`src/rtl/i2c_fifo_pkg.sv`:
```
package i2c_fifo_pkg;
    localparam int BYTE_W = 8;
    localparam int NFLAG  = 3;

    typedef enum logic [2:0] {
        A_DATA   = 3'd0,
        A_CTRL   = 3'd1,
        A_STAT   = 3'd2,
        A_IEN    = 3'd3,
        A_RXCNT  = 3'd4,
        A_TXCNT  = 3'd5
    } reg_addr_e;

    localparam int F_TXLOW = 0;
    localparam int F_RXRDY = 1;
    localparam int F_TEND  = 2;
endpackage

```
`src/rtl/byte_fifo.sv`:
```
module byte_fifo #(
    parameter int DEPTH = 16,
    parameter int DW    = 8,
    localparam int PTR_W = $clog2(DEPTH),
    localparam int CNT_W = PTR_W + 1
) (
    input  logic             clk,
    input  logic             rst_n,
    input  logic             clr,
    input  logic             push,
    input  logic [DW-1:0]    push_data,
    input  logic             pop,
    output logic [DW-1:0]    head,
    output logic [CNT_W-1:0] count
);
    typedef struct packed {
        logic [DEPTH-1:0][DW-1:0] mem;
        logic [PTR_W-1:0]         wp;
        logic [PTR_W-1:0]         rp;
        logic [CNT_W-1:0]         cnt;
    } fifo_st_t;

    fifo_st_t st_d, st_q;
    logic push_ok, pop_ok;

    function automatic logic [PTR_W-1:0] bump(input logic [PTR_W-1:0] p);
        return (p == PTR_W'(DEPTH - 1)) ? '0 : p + 1'b1;
    endfunction

    always_comb begin
        st_d    = st_q;
        push_ok = push && (st_q.cnt != CNT_W'(DEPTH));
        pop_ok  = pop && (st_q.cnt != '0);
        if (push_ok) begin
            st_d.mem[st_q.wp] = push_data;
            st_d.wp           = bump(st_q.wp);
        end
        if (pop_ok) begin
            st_d.rp = bump(st_q.rp);
        end
        st_d.cnt = st_q.cnt + CNT_W'(push_ok) - CNT_W'(pop_ok);
        if (clr) begin
            st_d.wp  = '0;
            st_d.rp  = '0;
            st_d.cnt = '0;
        end
    end

    always_ff @(posedge clk or negedge rst_n) begin
        if (!rst_n) st_q <= '0;
        else        st_q <= st_d;
    end

    assign head  = st_q.mem[st_q.rp];
    assign count = st_q.cnt;


    full_drop_chk: assert property (@(posedge clk) disable iff (!rst_n)
        (push && !pop && !clr && count == CNT_W'(DEPTH)) |=> count == CNT_W'(DEPTH));

    empty_pop_chk: assert property (@(posedge clk) disable iff (!rst_n)
        (pop && !push && !clr && count == '0) |=> count == '0);

    clear_chk: assert property (@(posedge clk) disable iff (!rst_n)
        clr |=> count == '0);

    bound_chk: assert property (@(posedge clk) disable iff (!rst_n)
        count <= CNT_W'(DEPTH));
endmodule

```
`src/rtl/fifo_flags.sv`:
```
module fifo_flags
    import i2c_fifo_pkg::*;
#(
    parameter int DEPTH = 16,
    localparam int CNT_W  = $clog2(DEPTH) + 1,
    localparam int TRIG_W = $clog2(DEPTH)
) (
    input  logic              clk,
    input  logic              rst_n,
    input  logic [CNT_W-1:0]  rx_cnt,
    input  logic [CNT_W-1:0]  tx_cnt,
    input  logic [TRIG_W-1:0] rx_trig,
    input  logic [1:0]        tx_code,
    input  logic              sent,
    input  logic              wr_stat,
    input  logic [NFLAG-1:0]  keep,
    output logic [NFLAG-1:0]  flags
);
    logic [NFLAG-1:0] flg_d, flg_q, set_now;
    logic [CNT_W-1:0] rx_need, tx_level;

    always_comb begin
        rx_need  = CNT_W'(rx_trig) + 1'b1;
        tx_level = CNT_W'((DEPTH / 2) >> tx_code);
        set_now          = '0;
        set_now[F_TXLOW] = (tx_cnt <= tx_level);
        set_now[F_RXRDY] = (rx_cnt >= rx_need);
        set_now[F_TEND]  = sent && (tx_cnt == '0);
        flg_d = (flg_q & (wr_stat ? keep : '1)) | set_now;
    end

    always_ff @(posedge clk or negedge rst_n) begin
        if (!rst_n) flg_q <= '0;
        else        flg_q <= flg_d;
    end

    assign flags = flg_q;


    tend_src_chk: assert property (@(posedge clk) disable iff (!rst_n)
        $rose(flags[F_TEND]) |-> $past(sent));

    rx_set_chk: assert property (@(posedge clk) disable iff (!rst_n)
        (rx_cnt >= CNT_W'(rx_trig) + 1'b1) |=> flags[F_RXRDY]);

    rx_clear_chk: assert property (@(posedge clk) disable iff (!rst_n)
        (wr_stat && !keep[F_RXRDY] && rx_cnt < CNT_W'(rx_trig) + 1'b1) |=> !flags[F_RXRDY]);
endmodule

```
`src/rtl/i2c_fifo_pair.sv`:
```
module i2c_fifo_pair
    import i2c_fifo_pkg::*;
#(
    parameter int DEPTH = 16
) (
    input  logic        clk,
    input  logic        rst_n,
    input  logic        reg_wr,
    input  logic        reg_rd,
    input  logic [2:0]  reg_addr,
    input  logic [7:0]  reg_wdata,
    output logic [7:0]  reg_rdata,
    output logic        eng_tx_avail,
    output logic [7:0]  eng_tx_data,
    input  logic        eng_tx_pop,
    input  logic        eng_rx_push,
    input  logic [7:0]  eng_rx_data,
    input  logic        eng_sent,
    output logic        scl_hold,
    output logic        irq
);
    localparam int CNT_W  = $clog2(DEPTH) + 1;
    localparam int TRIG_W = $clog2(DEPTH);

    typedef struct packed {
        logic [TRIG_W-1:0] rx_trig;
        logic [1:0]        tx_code;
        logic [NFLAG-1:0]  ien;
    } cfg_st_t;

    cfg_st_t cfg_d, cfg_q;
    logic [CNT_W-1:0]  rx_cnt, tx_cnt;
    logic [BYTE_W-1:0] rx_head;
    logic [NFLAG-1:0]  flags;
    logic wr_data, wr_ctrl, wr_stat, wr_ien, rd_data;

    always_comb begin
        wr_data = reg_wr && (reg_addr == A_DATA);
        wr_ctrl = reg_wr && (reg_addr == A_CTRL);
        wr_stat = reg_wr && (reg_addr == A_STAT);
        wr_ien  = reg_wr && (reg_addr == A_IEN);
        rd_data = reg_rd && (reg_addr == A_DATA);
        cfg_d = cfg_q;
        if (wr_ctrl) begin
            cfg_d.rx_trig = reg_wdata[4 +: TRIG_W];
            cfg_d.tx_code = reg_wdata[3:2];
        end
        if (wr_ien) cfg_d.ien = reg_wdata[NFLAG-1:0];
    end

    always_ff @(posedge clk or negedge rst_n) begin
        if (!rst_n) cfg_q <= '0;
        else        cfg_q <= cfg_d;
    end

    byte_fifo #(.DEPTH(DEPTH), .DW(BYTE_W)) u_tx (
        .clk(clk), .rst_n(rst_n),
        .clr(wr_ctrl && reg_wdata[0]),
        .push(wr_data), .push_data(reg_wdata),
        .pop(eng_tx_pop),
        .head(eng_tx_data), .count(tx_cnt)
    );

    byte_fifo #(.DEPTH(DEPTH), .DW(BYTE_W)) u_rx (
        .clk(clk), .rst_n(rst_n),
        .clr(wr_ctrl && reg_wdata[1]),
        .push(eng_rx_push), .push_data(eng_rx_data),
        .pop(rd_data),
        .head(rx_head), .count(rx_cnt)
    );

    fifo_flags #(.DEPTH(DEPTH)) u_flags (
        .clk(clk), .rst_n(rst_n),
        .rx_cnt(rx_cnt), .tx_cnt(tx_cnt),
        .rx_trig(cfg_q.rx_trig), .tx_code(cfg_q.tx_code),
        .sent(eng_sent),
        .wr_stat(wr_stat), .keep(reg_wdata[NFLAG-1:0]),
        .flags(flags)
    );

    always_comb begin
        reg_rdata = '0;
        case (reg_addr)
            A_DATA:  reg_rdata = (rx_cnt == '0) ? '0 : rx_head;
            A_CTRL:  reg_rdata = {4'(cfg_q.rx_trig), cfg_q.tx_code, 2'b00};
            A_STAT:  reg_rdata = 8'(flags);
            A_IEN:   reg_rdata = 8'(cfg_q.ien);
            A_RXCNT: reg_rdata = 8'(rx_cnt);
            A_TXCNT: reg_rdata = 8'(tx_cnt);
            default: reg_rdata = '0;
        endcase
    end

    assign eng_tx_avail = (tx_cnt != '0);
    assign scl_hold     = flags[F_RXRDY] | flags[F_TEND];
    assign irq          = |(flags & cfg_q.ien);


    irq_mask_chk: assert property (@(posedge clk) disable iff (!rst_n)
        (cfg_q.ien == '0) |-> !irq);

    hold_src_chk: assert property (@(posedge clk) disable iff (!rst_n)
        $rose(scl_hold) |-> ($past(eng_sent) || rx_cnt != '0));
endmodule

```
`config.mk`:
```
export PLATFORM = sky130hd
export DESIGN_NAME = i2c_fifo_pair
export DESIGN_NICKNAME = d
export VERILOG_FILES = /design/src/rtl/i2c_fifo_pkg.sv /design/src/rtl/byte_fifo.sv /design/src/rtl/fifo_flags.sv /design/src/rtl/i2c_fifo_pair.sv
export SDC_FILE = /design/constraint.sdc
export NUM_CORES = 1
export LEC_CHECK = 0
export ABC_AREA = 1
export BUFFER_PORTS_ARGS = -buffer_cell sky130_fd_sc_hd__buf_4
export CAP_MARGIN = 20
export CORE_ASPECT_RATIO = 1.1
export CORE_UTILIZATION = 45
export DETAILED_ROUTE_END_ITERATION = 8
export GPL_ROUTABILITY_DRIVEN = 0
export PLACE_DENSITY = 0.67
export SYNTH_ARGS = -nofsm -noshare
export SYNTH_HDL_FRONTEND = slang
export SYNTH_SLANG_ARGS = --single-unit
```
`constraint.sdc`:
```
create_clock -name clk -period 3.19 [get_ports clk]
set_clock_uncertainty 0.05 [all_clocks]
set_input_delay 0.1595 -clock clk [delete_from_list [all_inputs] [get_ports clk]]
set_output_delay 0.1595 -clock clk [all_outputs]
set_load 0.03 [all_outputs]
```
==> summary.txt, run 1 <==
Post-DR wirelength/cell = 17.19 um
CTS max path bufs = 3
Cell Area, Synth = 0.01424 mm^2
Most used DFF post-synth = dfrtp_1
Nets = 1795
Critical-path maximum fanout = 10
Worst vdd ir = 0.6916 mV
CP max stage cell = dfrtp_1
Die Span Y = 188.6 um
Peak Freq = 350.6 MHz
CP Cell Sequence = inv_1 -> ha_1 -> nand4_1 -> nand2_1 -> nor2_1 -> ha_1 -> inv_1 -> ha_1 -> fa_1 -> nand2_1 -> nand2_1 -> a21o_1 -> o21ai_0 -> a21oi_1
Post-Synth Adder-Cell Area = 3.093%
FF-to-FF setup slack = 340 ps
Synth unique cells = 36
Via density = 5.501
Post-DP HPWL = 23530 um
Num rows = 67
Area share of and/or/nand/nor cells after synthesis = 22.95%
CTS tree = built
Post-Synth XOR/XNOR Area = 0.3691%
Max Cap Viol = 0
I/O Pins = 45
Synth Register Bits = 294
DRC marker count from the first detailed-route iteration = 1270
CTS Sinks = 294
Crit path time final = 2852 ps
Fin crit share = 89.42%
Post-synthesis sequential area ratio = 51.67%
Max-slew violation count = 0
First-pass GRT wire length = 61150 um
Final WL = 37360 um
Starting Density = 46.28%
Die area = 0.03236 mm^2
Asr flop ratio synth = 100.0%
Outcome = completed
Power, Total = 0.01528 W
GRT Total Usage = 23.85%
Reg clk slew, reported paths = 70 ps
Pwr Density = 962.0 mW/mm^2
Number of synthesized flops with an enable pin = 0
Via Count = 11950
Area fraction in compound gates after synthesis = 16.08%
Crit path arrival time = 3240 ps
Synthesized area per cell = 8.197 um^2
Synth-to-layout area growth = 11.58%
Antenna cells = 0
Num CTS Buffers = 30
Antenna violations before repair = 0
Largest family of logic cells by synthesized area = simple AND/OR/NAND/NOR gates
CP required = 3580 ps
Fraction of synthesized area in multiplexers = 0%
CTS root buffer = clkbuf_16
Pre-antenna DRT Iters = 6
Grt ovf = 0
Core box area = 0.03077 mm^2
Vias in the first global route = 11220
Min-Delay Path Class = in2reg
Input/output buffers = 44
Share of cells above drive strength 1 = 7.902%
Crit start category = register
Chip width = 171.6 um
Syn_nets = 1797
Fillers = 2929
Final Hold Fails = 0
Static leakage = 7.448 nW
Clock latency at the later pin of the worst-skew pair = 560 ps
Remaining routing DRC violations = 0
Setup repair bufs after CTS = 0
Worst path bufs/invs = 2
Final Setup Violations = 0
Final ANT Viol Nets = 0
Max-slew headroom = 43.78%
Synth warn = 0
Hold Slack = 32.26 ps
Kind of critical path = reg2reg
Htree depth = 1
Post-Syn Instances = 1737
Setup_tns = 0 ps
Max stage delay on crit path = 400 ps
CP endpoint kind = register
Tightest Pin Transition = 842.4 ps
Largest net degree at the start of global routing = 88
CP top delay family = adder cells
RSZ-0062 raised after global routing = no
[repair_timing]
action,4_1_cts,5_1_grt
hold buffers,11,0
hold endpoints to repair,97,0
gates resized for setup,0,0
[state kept, by name, indices dropped and copies added (netlist names)]
| signal | cells |
|---|---|
| cfg_q | 9 |
| u_flags.flags | 3 |
| u_rx.count | 5 |
| u_rx.st_q | 136 |
| u_tx.count | 5 |
| u_tx.st_q | 136 |
[worst register-to-register path, stage by stage (launching register included)]
cell and delay [ps]:
dfrtp_1 400, inv_1 110, ha_1 180, nand4_1 100
nand2_1 290, nor2_1 180, ha_1 300, inv_1 40
ha_1 200, fa_1 390, nand2_1 90, nand2_1 50
a21o_1 160, o21ai_0 140, a21oi_1 50
[path summary, 6_finish.rpt]
path / startpoint / to / cells past startpoint
setup / recovery: u_rx.count[2]$_DFF_PN0_ / u_rx.count[4]$_DFF_PN0_ / 14
hold / removal: reg_addr[1] / u_flags.flags[2]$_DFF_PN0_ / 4
setup reg to reg: u_rx.count[2]$_DFF_PN0_ / u_rx.count[4]$_DFF_PN0_ / 14
hold reg to reg: u_tx.st_q[65]$_DFFE_PN0P_ / u_tx.st_q[65]$_DFFE_PN0P_ / 2
max in group asynchronous: rst_n / u_tx.st_q[95]$_DFFE_PN0P_ / 3
min in group asynchronous: rst_n / u_rx.st_q[120]$_DFFE_PN0P_ / 2
[layer usage]
| layer | vias to the layer above | track usage (%) | wire, um |
|---|---|---|---|
| li1 | 5765 | - | - |
| met5 | - | 0 | 0 |
| met3 | 57 | 4.243 | 2663 |
| met1 | 5750 | 35.90 | 17590 |
| met2 | 381 | 35.61 | 16400 |
| met4 | 0 | 5.357 | 704 |
[metrics by stage]
| stage | utilization (%) | cell area (um^2) | setup slack, ps | cells |
|---|---|---|---|---|
| 3_3_place_gp | 48.14 | 14810 | 441.6 | 2106 |
| 5_1_grt | 51.64 | 15890 | 171.2 | 2173 |
| 4_1_cts | 51.64 | 15890 | 330.7 | 2173 |
| 6_report | 51.64 | 15890 | 337.5 | 2173 |
| 3_5_place_dp | 48.14 | 14810 | 378.8 | 2106 |
| 2_1_floorplan | - | 14240 | 398.0 | 1737 |
[power by group]
part | switching (W) | internal [W] | total [W]
sequential | 0.000865 | 0.00509 | 0.00596
combinational | 0.00386 | 0.00204 | 0.00589
clock | 0.00145 | 0.00199 | 0.00343
total | 0.00617 | 0.00911 | 0.0153
[cells in the mapped netlist (all sizes together) (20+ instances only)]
| cell | number | share of area (%) |
|---|---|---|
| ha | 32 | 2.8 |
| nor2 | 126 | 3.6 |
| buf | 35 | 1.4 |
| o211ai | 20 | 1.1 |
| nand4 | 28 | 1.5 |
| a21oi | 23 | 0.81 |
| clkbuf | 67 | 1.8 |
| o22ai | 23 | 1.0 |
| nand2 | 477 | 13 |
| inv | 96 | 2.6 |
| nand3 | 124 | 4.8 |
| o21ai | 370 | 13 |
| dfrtp | 294 | 52 |
[logic make-up (layout without fill, tap and decap cells)]
group                      count (synthesis)  count (layout)
and+or+nand+nor                          762             762
xor gates and xnor gates                   6               6
DFF                                      294             294
buffers and inverters                    203             225
AOI/OAI and AO/OA                        438             438
adders and majority gates                 34              34
[area by class of cell]
type	instances	area (um^2)	area share, %
multi-input combinational	1240	6051	38.09
clock inverter	5	25.02	0.1575
inverter	101	384.1	2.418
timing repair buffer	68	608.1	3.828
clock buffer	51	940.9	5.923
sequential	294	7360	46.33
tap	414	518.0	3.261
[layout by cell type (no fill, tap or decap), types with 5 or more instances in the layout]
cell | netlist | routed
a21oi_1 | 23 | 23
buf_12 | 1 | 5
buf_4 | 0 | 51
clkbuf_1 | 67 | 11
clkbuf_16 | 0 | 31
clkbuf_8 | 0 | 9
clkinv_1 | 5 | 6
clkinv_2 | 0 | 5
dfrtp_1 | 294 | 292
dlygate4sd3_1 | 0 | 11
ha_1 | 32 | 32
inv_1 | 93 | 91
nand2_1 | 471 | 471
nand3_1 | 117 | 117
nand4_1 | 24 | 24
nor2_1 | 119 | 119
o211ai_1 | 20 | 20
o21ai_0 | 305 | 305
o21ai_1 | 61 | 61
o22ai_1 | 23 | 23
(Power assumes the default switching activity.)
==> run 2: changes to the inputs <==
--- a/config.mk
+++ b/config.mk
@@ -12,7 +12,8 @@
 export CORE_UTILIZATION = 45
 export DETAILED_ROUTE_END_ITERATION = 8
 export GPL_ROUTABILITY_DRIVEN = 0
-export PLACE_DENSITY = 0.67
+export PLACE_DENSITY = 0.59
+export REMOVE_ABC_BUFFERS = 1
 export SYNTH_ARGS = -nofsm -noshare
 export SYNTH_HDL_FRONTEND = slang
 export SYNTH_SLANG_ARGS = --single-unit
==> constraint.sdc (replaced) <==
create_clock -name clk -period 3.19 [get_ports clk]
set_clock_uncertainty 0.05 [all_clocks]
set_input_delay 0.1595 -clock clk [delete_from_list [all_inputs] [get_ports clk]]
set_output_delay 0.1595 -clock clk [all_outputs]
set_load 0.01 [all_outputs]
==> summary.txt, run 2 (synthesized netlist as in run 1, its figures left out) <==
Via Count = 11710 (was 11950)
Final WL = 38000 um (was 37360 um)
Leading cell types in the layout, fill and taps excluded = nand2_1, o21ai_0, dfrtp_1, nor2_1, nand3_1 (unchanged)
Chip width = 171.6 um (unchanged)
Num rows = 67 (unchanged)
Crit path arrival time = 2530 ps (was 3240 ps)
Largest net degree at the start of global routing = 98 (was 88)
Fin crit share = 85.99% (was 89.42%)
CTS max path bufs = 3 (unchanged)
Biggest regs = u_rx.st_q: 136 flops, u_tx.st_q: 136 flops, cfg_q: 9 flops (unchanged)
First-pass GRT wire length = 61500 um (was 61150 um)
Post-DP HPWL = 24320 um (was 23530 um)
Input/output buffers = 44 (unchanged)
Htree depth = 2 (was 1)
Synth-to-layout area growth = 13.06% (was 11.58%)
Crit path time final = 2743 ps (was 2852 ps)
CP endpoint kind = primary output (was register)
Core box area = 0.03077 mm^2 (unchanged)
Met2 routed WL = 18950 um (was 16400 um)
Tightest Pin Transition = 784.8 ps (was 842.4 ps)
CP max stage cell = dfrtp_2 (was dfrtp_1)
Uppermost layer routed = met4 (unchanged)
Clock latency at the later pin of the worst-skew pair = 510 ps (was 560 ps)
Kind of critical path = reg2out (was reg2reg)
Max Cap Viol = 0 (unchanged)
Commonest non-fill, non-tap cell in the layout = nand2_1 (unchanged)
DRC marker count from the first detailed-route iteration = 957 (was 1270)
Power, Total = 0.01546 W (was 0.01528 W)
Reg clk slew, reported paths = 60 ps (was 70 ps)
Via density = 5.356 (was 5.501)
Outcome = completed (unchanged)
Max-slew headroom = 47.68% (was 43.78%)
Pwr Density = 960.5 mW/mm^2 (was 962.0 mW/mm^2)
Starting Density = 46.28% (unchanged)
GRT Total Usage = 24.41% (was 23.85%)
Cell repeated most along the worst path = nand2_1
Die Span Y = 188.6 um (unchanged)
I/O Pins = 45 (unchanged)
Max stage delay on crit path = 580 ps (was 400 ps)
Static leakage = 7.558 nW (was 7.448 nW)
Antenna cells = 0 (unchanged)
Remaining routing DRC violations = 0 (unchanged)
CP Cell Sequence = inv_2 -> buf_4 -> nand2_1 -> nand3_1 -> nand2_1 -> nand2_1 -> nand2_1 -> inv_1 -> nand2_1 -> nand2_1 -> nand2_1 -> buf_4 (was inv_1 -> ha_1 -> nand4_1 -> nand2_1 -> nor2_1 -> ha_1 -> inv_1 -> ha_1 -> fa_1 -> nand2_1 -> nand2_1 -> a21o_1 -> o21ai_0 -> a21oi_1)
CP required = 2980 ps (was 3580 ps)
Nets = 1807 (was 1795)
Post-DR wirelength/cell = 17.38 um (was 17.19 um)
CTS root buffer = clkbuf_16 (unchanged)
Min-Delay Path Class = in2reg (unchanged)
CTS Sinks = 294 (unchanged)
RSZ-0062 raised after global routing = no (unchanged)
Worst vdd ir = 0.4879 mV (was 0.6916 mV)
Post-CTS resize count = 0 (unchanged)
Final ANT Viol Nets = 0 (unchanged)
Die area = 0.03236 mm^2 (unchanged)
Share of cells above drive strength 1 = 8.747% (was 7.902%)
Vias in the first global route = 11270 (was 11220)
Grt ovf = 0 (unchanged)
Met3 WL = 1199 um (was 2663 um)
CTS tree = built (unchanged)
Num CTS Buffers = 35 (was 30)
Max-slew violation count = 0 (unchanged)
Pre-antenna DRT Iters = 5 (was 6)
FF-to-FF setup slack = 480 ps (was 340 ps)
Antenna violations before repair = 0 (unchanged)
Setup_tns = 0 ps (unchanged)
Peak Freq = 364.5 MHz (was 350.6 MHz)
Met1 Wirelength = 16880 um (was 17590 um)
Final Hold Fails = 0 (unchanged)
Worst path bufs/invs = 4 (was 2)
CP top delay family = simple AND/OR/NAND/NOR gates (was adder cells)
Critical-path maximum fanout = 38 (was 10)
Final Setup Violations = 0 (unchanged)
Crit start category = register (unchanged)
==> run 2: cell types whose count changed in the layout (fill, tap and decap cells not counted) <==
cell	delta
bufinv_16	+1
clkbuf_1	-2
clkbuf_16	+5
dlygate4sd3_1	-1
inv_6	+1
buf_12	-1
buf_4	+9
clkinv_8	+1
==> run 2: layout make-up <==
class | instances | area (um^2)
Clock buffer | 54 | 1059
Timing Repair Buffer | 75 | 645.6
Sequential cell | 294 | 7360
Inverter | 101 | 384.1
Multi-Input combinational cell | 1240 | 6051
Tap cell | 414 | 518.0
Clock inverter | 8 | 80.08
Fill cell | 2965 | 14670
==> run 2: per-stage QoR <==
stage	hold WS, ps	area (um^2)	setup WS, ps	utilization, %	cells
after floorplan	-186.1	13790	78.33	-	1635
after global placement	210.3	14860	587.0	48.29	2114
after detailed placement	202.6	14860	500.5	48.29	2114
after CTS	45.00	16100	413.2	52.32	2186
after global routing	123.6	16100	304.4	52.32	2186
final	66.63	16100	446.9	52.32	2186
==> run 2: worst paths after layout <==
kind / start / to / depth (start not counted)
setup / recovery: u_rx.st_q[5]$_DFFE_PN0P_ / reg_rdata[3] / 12
hold / removal: reg_addr[1] / u_flags.flags[0]$_DFF_PN0_ / 4
setup reg to reg: u_tx.count[3]$_DFF_PN0_ / u_tx.count[4]$_DFF_PN0_ / 14
hold reg to reg: u_tx.st_q[131]$_DFFE_PN0P_ / u_tx.st_q[131]$_DFFE_PN0P_ / 2
max in group asynchronous: rst_n / u_tx.st_q[5]$_DFFE_PN0P_ / 3
min in group asynchronous: rst_n / u_rx.st_q[38]$_DFFE_PN0P_ / 2
==> run 2: worst reg2reg max path, delay by kind of cell (launching register included) <==
| family | cells | cell delay [ps] |
|---|---|---|
| compound gates | 2 | 230 |
| fa+ha+maj | 4 | 1050 |
| xor+xnor | 1 | 180 |
| simple gates | 4 | 460 |
| flops | 1 | 410 |
| buf+inv | 3 | 250 |
==> run 2: what timing repair did <==
action | 4_1_cts | 5_1_grt
setup buffers | 0 | 0
endpoints found under the hold margin | 109 | 0
hold buffers | 10 | 0
==> run 2: where the power goes <==
| group | internal, W | switching, W |
|---|---|---|
| Clock | 0.00237 | 0.00154 |
| Sequential | 0.00509 | 0.000855 |
| Combinational | 0.00205 | 0.00356 |
| Total | 0.00950 | 0.00596 |
==> run 2: layer usage <==
metal	vias up	track usage, %
met3	65	2.625
met2	223	41.97
met4	0	7.727
met5	-	0
li1	5790	-
met1	5631	32.05
